[src/rtl/vrr_pkg.sv]
package vrr_pkg;

    localparam int WORD_W     = 64;
    localparam int PAGE_SHIFT = 12;
    localparam int VALID_BIT  = 11;
    localparam int TYPE_W     = 8;

    typedef enum logic [2:0] {
        ST_IDLE     = 3'd0,
        ST_ENC_LIVE = 3'd1,
        ST_ENC_OFF  = 3'd2,
        ST_DEC_LIVE = 3'd3,
        ST_DEC_OFF  = 3'd4
    } rsp_state_e;

endpackage

[src/rtl/vrr_encoder.sv]
module vrr_encoder
    import vrr_pkg::*;
#(
    parameter int PHYS_W = 36,
    localparam int PN_W  = PHYS_W - PAGE_SHIFT
) (
    input  logic [PN_W-1:0]   base_pg,
    input  logic [PN_W-1:0]   size_pg,
    input  logic [TYPE_W-1:0] mem_type,
    output logic [WORD_W-1:0] base_word,
    output logic [WORD_W-1:0] mask_word
);

    localparam logic [PN_W-1:0] PG_ONE = PN_W'(1);

    logic [PN_W-1:0] size_neg;

    // two's complement of the page count gives the page mask
    assign size_neg = (~size_pg) + PG_ONE;

    always_comb begin
        base_word = '0;
        base_word[PHYS_W-1:PAGE_SHIFT] = base_pg;
        base_word[TYPE_W-1:0]          = mem_type;
    end

    always_comb begin
        mask_word = '0;
        mask_word[PHYS_W-1:PAGE_SHIFT] = size_neg;
        mask_word[VALID_BIT]           = 1'b1;
    end

endmodule

[src/rtl/vrr_mask_repair.sv]
module vrr_mask_repair #(
    parameter int PN_W = 24
) (
    input  logic [PN_W-1:0] page_mask,
    output logic [PN_W-1:0] fixed_mask,
    output logic            was_fixed
);

    // hit_at_or_above[i] is set when any mask bit at position i or higher is one
    logic [PN_W:0] hit_at_or_above;

    assign hit_at_or_above[PN_W] = 1'b0;

    for (genvar i = PN_W - 1; i >= 0; i--) begin : g_chain
        assign hit_at_or_above[i] = hit_at_or_above[i+1] | page_mask[i];
        // a bit with nothing set above it lies above the top set bit
        assign fixed_mask[i] = page_mask[i] | (hit_at_or_above[0] & ~hit_at_or_above[i+1]);
    end

    assign was_fixed = (fixed_mask != page_mask);

endmodule

[src/rtl/vrr_decoder.sv]
module vrr_decoder
    import vrr_pkg::*;
#(
    parameter int PHYS_W = 36,
    localparam int PN_W  = PHYS_W - PAGE_SHIFT
) (
    input  logic [WORD_W-1:0] base_word,
    input  logic [WORD_W-1:0] mask_word,
    output logic              entry_on,
    output logic [PN_W-1:0]   base_pg,
    output logic [PN_W-1:0]   size_pg,
    output logic [TYPE_W-1:0] mem_type,
    output logic              mask_fixed
);

    localparam logic [PN_W-1:0] PG_ONE = PN_W'(1);

    logic [PN_W-1:0] page_mask;
    logic [PN_W-1:0] repaired;
    logic            repair_hit;
    logic            unused_hi;
    logic            unused_low;

    assign entry_on  = mask_word[VALID_BIT];
    assign base_pg   = base_word[PHYS_W-1:PAGE_SHIFT];
    assign mem_type  = base_word[TYPE_W-1:0];
    assign page_mask = mask_word[PHYS_W-1:PAGE_SHIFT];

    vrr_mask_repair #(.PN_W(PN_W)) repair_i (
        .page_mask  (page_mask),
        .fixed_mask (repaired),
        .was_fixed  (repair_hit)
    );

    assign size_pg    = (~repaired) + PG_ONE;
    assign mask_fixed = repair_hit;

    assign unused_low = ^{base_word[VALID_BIT:TYPE_W], mask_word[VALID_BIT-1:0]};

    if (PHYS_W < WORD_W) begin : g_upper
        assign unused_hi = ^{base_word[WORD_W-1:PHYS_W], mask_word[WORD_W-1:PHYS_W]};
    end else begin : g_no_upper
        assign unused_hi = 1'b0;
    end

endmodule

[src/rtl/vrr_codec.sv]
module vrr_codec
    import vrr_pkg::*;
#(
    parameter int PHYS_W = 36,
    localparam int PN_W  = PHYS_W - PAGE_SHIFT
) (
    input  logic              clk,
    input  logic              rst_n,
    input  logic              req_valid,
    input  logic              req_decode,
    input  logic [PN_W-1:0]   enc_base_pg,
    input  logic [PN_W-1:0]   enc_size_pg,
    input  logic [7:0]        enc_type,
    input  logic [63:0]       dec_base_word,
    input  logic [63:0]       dec_mask_word,
    output logic              rsp_valid,
    output logic              rsp_decode,
    output logic [63:0]       out_base_word,
    output logic [63:0]       out_mask_word,
    output logic [PN_W-1:0]   out_base_pg,
    output logic [PN_W-1:0]   out_size_pg,
    output logic [7:0]        out_type,
    output logic              out_mask_fixed
);

    rsp_state_e state_q, state_d;

    logic [WORD_W-1:0] enc_bw, enc_mw;
    logic              dec_on;
    logic [PN_W-1:0]   dec_bpg, dec_spg;
    logic [TYPE_W-1:0] dec_typ;
    logic              dec_fix;

    logic [WORD_W-1:0] bw_q, mw_q;
    logic [PN_W-1:0]   bpg_q, spg_q;
    logic [TYPE_W-1:0] typ_q;
    logic              fix_q;

    vrr_encoder #(.PHYS_W(PHYS_W)) enc_i (
        .base_pg   (enc_base_pg),
        .size_pg   (enc_size_pg),
        .mem_type  (enc_type),
        .base_word (enc_bw),
        .mask_word (enc_mw)
    );

    vrr_decoder #(.PHYS_W(PHYS_W)) dec_i (
        .base_word  (dec_base_word),
        .mask_word  (dec_mask_word),
        .entry_on   (dec_on),
        .base_pg    (dec_bpg),
        .size_pg    (dec_spg),
        .mem_type   (dec_typ),
        .mask_fixed (dec_fix)
    );

    // next response kind is chosen by the current request alone
    always_comb begin
        if (!req_valid) begin
            state_d = ST_IDLE;
        end else if (req_decode) begin
            state_d = dec_on ? ST_DEC_LIVE : ST_DEC_OFF;
        end else begin
            state_d = (enc_size_pg != '0) ? ST_ENC_LIVE : ST_ENC_OFF;
        end
    end

    always_ff @(posedge clk) begin
        if (!rst_n) begin
            state_q <= ST_IDLE;
        end else begin
            state_q <= state_d;
        end
    end

    // result capture: both directions are latched, the state picks one
    always_ff @(posedge clk) begin
        if (!rst_n) begin
            bw_q  <= '0;
            mw_q  <= '0;
            bpg_q <= '0;
            spg_q <= '0;
            typ_q <= '0;
            fix_q <= 1'b0;
        end else if (req_valid) begin
            bw_q  <= enc_bw;
            mw_q  <= enc_mw;
            bpg_q <= dec_bpg;
            spg_q <= dec_spg;
            typ_q <= dec_typ;
            fix_q <= dec_fix;
        end
    end

    always_comb begin
        rsp_valid      = 1'b0;
        rsp_decode     = 1'b0;
        out_base_word  = '0;
        out_mask_word  = '0;
        out_base_pg    = '0;
        out_size_pg    = '0;
        out_type       = '0;
        out_mask_fixed = 1'b0;
        unique case (state_q)
            ST_IDLE: begin
            end
            ST_ENC_LIVE: begin
                rsp_valid     = 1'b1;
                out_base_word = bw_q;
                out_mask_word = mw_q;
            end
            ST_ENC_OFF: begin
                rsp_valid = 1'b1;
            end
            ST_DEC_LIVE: begin
                rsp_valid      = 1'b1;
                rsp_decode     = 1'b1;
                out_base_pg    = bpg_q;
                out_size_pg    = spg_q;
                out_type       = typ_q;
                out_mask_fixed = fix_q;
            end
            ST_DEC_OFF: begin
                rsp_valid  = 1'b1;
                rsp_decode = 1'b1;
            end
            default: begin
            end
        endcase
    end

endmodule

[config.mk]
export PLATFORM = sky130hd
export DESIGN_NAME = vrr_codec
export DESIGN_NICKNAME = d
export VERILOG_FILES = /design/src/rtl/vrr_pkg.sv /design/src/rtl/vrr_encoder.sv /design/src/rtl/vrr_mask_repair.sv /design/src/rtl/vrr_decoder.sv /design/src/rtl/vrr_codec.sv
export SDC_FILE = /design/constraint.sdc
export NUM_CORES = 1
export LEC_CHECK = 0
export BUFFER_PORTS_ARGS = -buffer_cell sky130_fd_sc_hd__buf_2
export CAP_MARGIN = 10
export CORE_AREA = 2 2 148 150
export DETAILED_ROUTE_END_ITERATION = 10
export DIE_AREA = 0 0 150 152
export PLACE_DENSITY = 0.62
export SYNTH_ARGS = -nofsm -noshare
export SYNTH_HDL_FRONTEND = slang
export SYNTH_SLANG_ARGS = --single-unit
export TNS_END_PERCENT = 100
[constraint.sdc]
create_clock -name clk -period 3.3 [get_ports clk]
set_input_delay 0.33 -clock clk [delete_from_list [all_inputs] [get_ports clk]]
set_output_delay 0.33 -clock clk [all_outputs]
set_load 0.02 [all_outputs]
# [Yosys cells after proc, flatten, opt, wreduce, memory -nomap -nowiden]
# Cells that the tools add are included.
[op_classes] addsub=2 eq_ne=5 muxes=11 bitwise=95 reduce_logical=4
[op_table] op="2-to-1 mux 36 bit" count=2
[op_table] op="adder 24 x 1 -> 24 bit, second input constant" count=2
[op_table] op="2-to-1 mux 24 bit" count=2
[op_table] op="inverter 24 bit" count=2
[op_table] op="bitwise OR 1 bit" count=47
[op_table] op="!= test 24 bit" count=1
[op_table] op="nonzero test 24 bit" count=1
[op_table] op="bitwise AND 1 bit" count=23
[op_table] op="inverter 1 bit" count=23
[op_table] op="2-to-1 mux 8 bit" count=1
[op_table] op="== test 3 x 2 -> 1 bit, second input constant" count=2
[op_table] op="2-to-1 mux 3 bit" count=2
[op_table] op="OR reduction 4 bit" count=1
[op_table] op="== test 3 x 1 -> 1 bit, second input constant" count=1
[op_table] op="== test 3 bit, second input constant" count=1
[op_table] op="2-to-1 mux 1 bit" count=3
[op_table] op="2-to-1 mux 2 bit" count=1
[op_table] op="AND reduction 2 bit" count=1
[op_table] op="OR reduction 2 bit" count=1
[totals] regBits=117 input_bits=188 out_inout_bits=187 wordCells=124

# [Logic depth before layout (Yosys ltp)]
[logic_depth] ltp_word=27 ltp_mapped=8 ltp_nobuf=7

# [Modules after synthesis]
# A second synthesis with hierarchy kept.
[unflattened] hier_cells=1152 area_unflattened_um2=10822.9
[modules_own_cells] module="vrr_codec" n_inst=1 cells_each=827 area_each_um2=8468.1 seq_area_each_um2=3763.6
[modules_own_cells] module="vrr_encoder" n_inst=1 cells_each=168 area_each_um2=1227.4 seq_area_each_um2=0.0
[modules_own_cells] module="vrr_decoder" n_inst=1 cells_each=94 area_each_um2=679.4 seq_area_each_um2=0.0
[modules_own_cells] module="vrr_mask_repair" n_inst=1 cells_each=63 area_each_um2=447.9 seq_area_each_um2=0.0

# [Worst setup path after synthesis]
# Ideal clock, no wire load.
[synth_timing] path_kind="input to register" startpoint="in enc_size_pg[0]" endpoint="reg mw_q[32]" setup_ps=122 arrival_ps=1830 required_ps=3178 slack_ps=1348 path_stages=8 path_buffers=1 cell_sequence="inv_1 > ha_1 > nor4b_1 > nand2_1 > clkbuf_1 > or4_1 > nand3_1 > a21boi_0"
[synth_between] elab_chain_len=2
[synth_rtl] item="start: declaration" line_no="vrr_codec.sv:12" rtl="input logic [PN_W-1:0] enc_size_pg,"
[synth_rtl] item="inverter 24 bit" line_no="vrr_encoder.sv:19" rtl="assign size_neg = (~size_pg) + PG_ONE;"
[synth_rtl] item="adder 24 x 1 -> 24 bit" line_no="vrr_encoder.sv:19"
[synth_rtl] item="end signal: assignment" line_no="vrr_codec.sv:87" rtl="mw_q <= enc_mw;"
[synth_rtl] item="end: declaration" line_no="vrr_codec.sv:34" rtl="logic [WORD_W-1:0] bw_q, mw_q;"
# No other way between the ends.
# A chain may end at the register's enable or synchronous reset.

# [Worst setup path in the final report]
[layout_timing] startpoint="reg state_q[1]" endpoint="out out_type[2]"
[layout_between] elab_chain_len=2
[layout_rtl] item="start: declaration" line_no="vrr_codec.sv:26" rtl="rsp_state_e state_q, state_d;"
[layout_rtl] item="start signal: assignment" line_no="vrr_codec.sv:72" rtl="state_q <= state_d;"
[layout_rtl] item="== test 3 x 2 -> 1 bit" line_no="vrr_codec.sv:104" rtl="unique case (state_q)"
[layout_rtl] item="2-to-1 mux 8 bit" line_no="vrr_codec.sv:104"
[layout_rtl] item="end: declaration" line_no="vrr_codec.sv:22" rtl="output logic [7:0] out_type,"
# No other way between the ends.

==> metrics <==
CP top delay family=simple AND/OR/NAND/NOR gates; final worst slack=915 ps; sequential area share after synthesis=35.7%; PortBufs=232; CP startpoint kind=flip-flop; Max Transition Viols Final=0; CTS tree=built; FF+latch count, synth=117; Post-Syn Instances=769; H-tree depth=4; via-per-instance ratio=4.50; DP Wirelength=12.5 mm; CTS Buf Count=17; final wirelength=17.6 mm; final net count=1174; DR vias=5751; Sink Count=117; largest net degree at the start of global routing=89; Critical Path Sink Type=primary output; Post-CTS Setup Inserts=0; commonest non-fill, non-tap cell in the layout=buf_2; Cell Rows=54; grt ovf=0; Detailed Route Iter0 Violations=178; Inst Count DP=1246; FF-to-FF path depth=3; worst slew pin tran=673 ps; core box area=21400 sq um; Max stage delay on crit path=430 ps; fin crit share=72.3%; global-route wire length before repair=27.7 mm; RSZ-0062 raised after global routing=no; crit path time final=2380 ps; Hold Crit Class=input pin to flip-flop; Top FF cell, synth=dfxtp_1; multi-input logic area=3760 sq um; Skew-Pair Late Insertion Delay=410 ps; initial antenna violation count=0; CP arrival=2050 ps; Clk pin slew, worst setup/hold paths=60 ps; drt pass-1 iters=4; Critical Path RT=2970 ps; Worst slew margin=54.7%; die width=150 microns; crit-path cells=nand2_1 > nor2_4 > buf_4 > and2_1 > buf_2; WHS=175 ps; io pins=375; CTS resizes=0; Place WS=864 ps; global-route usage over all layers=15.2%; Crit Path Max Fanout=27; Synth cell types=48; Static Leakage=3.96 nW; final hold viol count=0; Ys Warns=0; average wire per standard cell=13.8 microns; TNS Setup=0 ps; max-cap violations=0; DRC violations left=0; Post-Syn Area=6550 sq um; cts-stage hold buffer count=0; hold path depth=3; register area=2340 sq um; filler cell count=2280; Critical Path Start=state_q[1]$_SDFF_PN0_; vias in the first global route=5326; layout cells sized above 1=28.2%; Area Overhead vs Synth=27.1%; worst r2r src=spg_q[20]$_SDFFE_PN0P_; Clock Skew=0 ps; CP Depth=5; reg2reg setup slack=2550 ps; RR Endpoint=spg_q[20]$_SDFFE_PN0P_; maximum vdd ir drop=0.337 mV; Routed Antenna Nets=0; final setup vio count=0; diodes inserted=0; max frequency=419 MHz; buffers and inverters on the worst path=2; synthesized area per cell=8.52 sq um; min-delay src=enc_base_pg[5]; Crit-path slowest cell=nor2_4; most frequent cells in the layout=buf_2 (231), dfxtp_1 (117), and2_1 (115), nor2b_1 (77), mux2i_1 (76); Post-synth EDFFs=0; outcome=completed; fraction of registers with async set or reset after synthesis=0%; Starting Density=30.7%; die area=22800 sq um; die span in y=152 microns; fin util=39.0%; power density relative to cell area=465 nW/um^2; Layout Cells excl Fill=1278; clk root buf=clkbuf_16; WS Path Type=flip-flop to primary output; routability cong.=0.780; Clock Path Buffers=2; hold path endpoint=bw_q[17]$_SDFFE_PN0P_
cells in the mapped netlist, types with 2 or more instances:
library cell  number  share of area, %
mux2i_1           76                12
a21o_1             2              0.23
or3b_1             2              0.27
nand2b_1           4              0.38
a21oi_1           13              0.99
or4_1              7              0.80
xnor2_1            4              0.53
buf_1              3              0.17
a211o_1            2              0.27
xor2_1             6              0.80
nor2b_1           77               7.4
a21boi_0          12               1.4
nor4_1             6              0.57
a31oi_1           15               1.4
buf_4             71               8.1
nor3b_1            2              0.23
nor2_1            28               1.6
dfxtp_1          117                36
and2_1           115                11
clkbuf_1          40               2.3
inv_1              7              0.40
o211ai_1           2              0.23
nand2_1           35               2.0
a21boi_1           2              0.23
o21a_1             2              0.23
nand3_1           22               1.7
nor4_2             3              0.57
nand4b_1           2              0.27
o31ai_1            9               1.0
nor3_1            17               1.3
o21ai_0           30               2.3
nand4_1            9              0.86
or3_1             12               1.1
flip-flops by register name, indices dropped and copies added (netlist names):
| name | cells |
|---|---|
| bpg_q | 24 |
| bw_q | 32 |
| fix_q | 1 |
| mw_q | 25 |
| spg_q | 24 |
| state_q | 3 |
| typ_q | 8 |
worst max-delay path by stage:
stage,end,slack [ps]
after detailed placement,mw_q[32]$_SDFFE_PN0P_,860
final,out_type[2],920
after global placement,mw_q[32]$_SDFFE_PN0P_,880
after floorplan,mw_q[32]$_SDFFE_PN0P_,1350
after global routing,out_type[2],710
after CTS,out_type[2],800
kinds of logic (layout without fill, tap and decap cells):
family,after synthesis,count (layout),share of synthesized area [%]
compound gates,96,96,9.26
xor+xnor,10,10,1.34
fa+ha+maj,1,1,0.191
buf+inv,123,282,11.1
flops,117,117,35.7
mux,76,76,11.6
other cells,1,71,0.0572
simple gates,345,345,30.7
worst register-to-register path: cells and delay by family, from the launching register on:
kind	cells	cell delay [ps]
AND/OR/NAND/NOR	2	300
AO/OA/AOI/OAI	1	50
flip-flops	1	300
power by group:
part / internal (mW) / switching [mW]
clock: 1.14 / 0.718
combinational: 0.189 / 0.296
sequential: 1.50 / 0.0370
total: 2.83 / 1.05
through the flow:
| stage | area (sq um) | total power, mW |
|---|---|---|
| global placement | 7740 | 2.05 |
| CTS | 8330 | 3.94 |
| floorplan | 6820 | 1.94 |
| detailed placement | 7740 | 2.05 |
| finish | 8330 | 3.88 |
| global route | 8330 | 4.07 |
cell type report:
type | count | share of cell area, %
Multi-Input combinational cell | 599 | 45.1
Sequential cell | 117 | 28.1
Timing Repair Buffer | 242 | 15.2
Clock buffer | 18 | 5.27
Tap cell | 280 | 4.20
Clock inverter | 14 | 1.80
Inverter | 8 | 0.360
layer usage:
metal	share of wire, %	routed length [microns]	global-route usage [%]	vias up
met3	6.1	1070	3.24	25
met1	43	7660	18.8	2625
met4	2.4	417	6.24	0
met5	0	0	0	-
met2	48	8480	25.6	195
li1	-	-	-	2906
No activity file was read; power rests on OpenSTA's default activity.
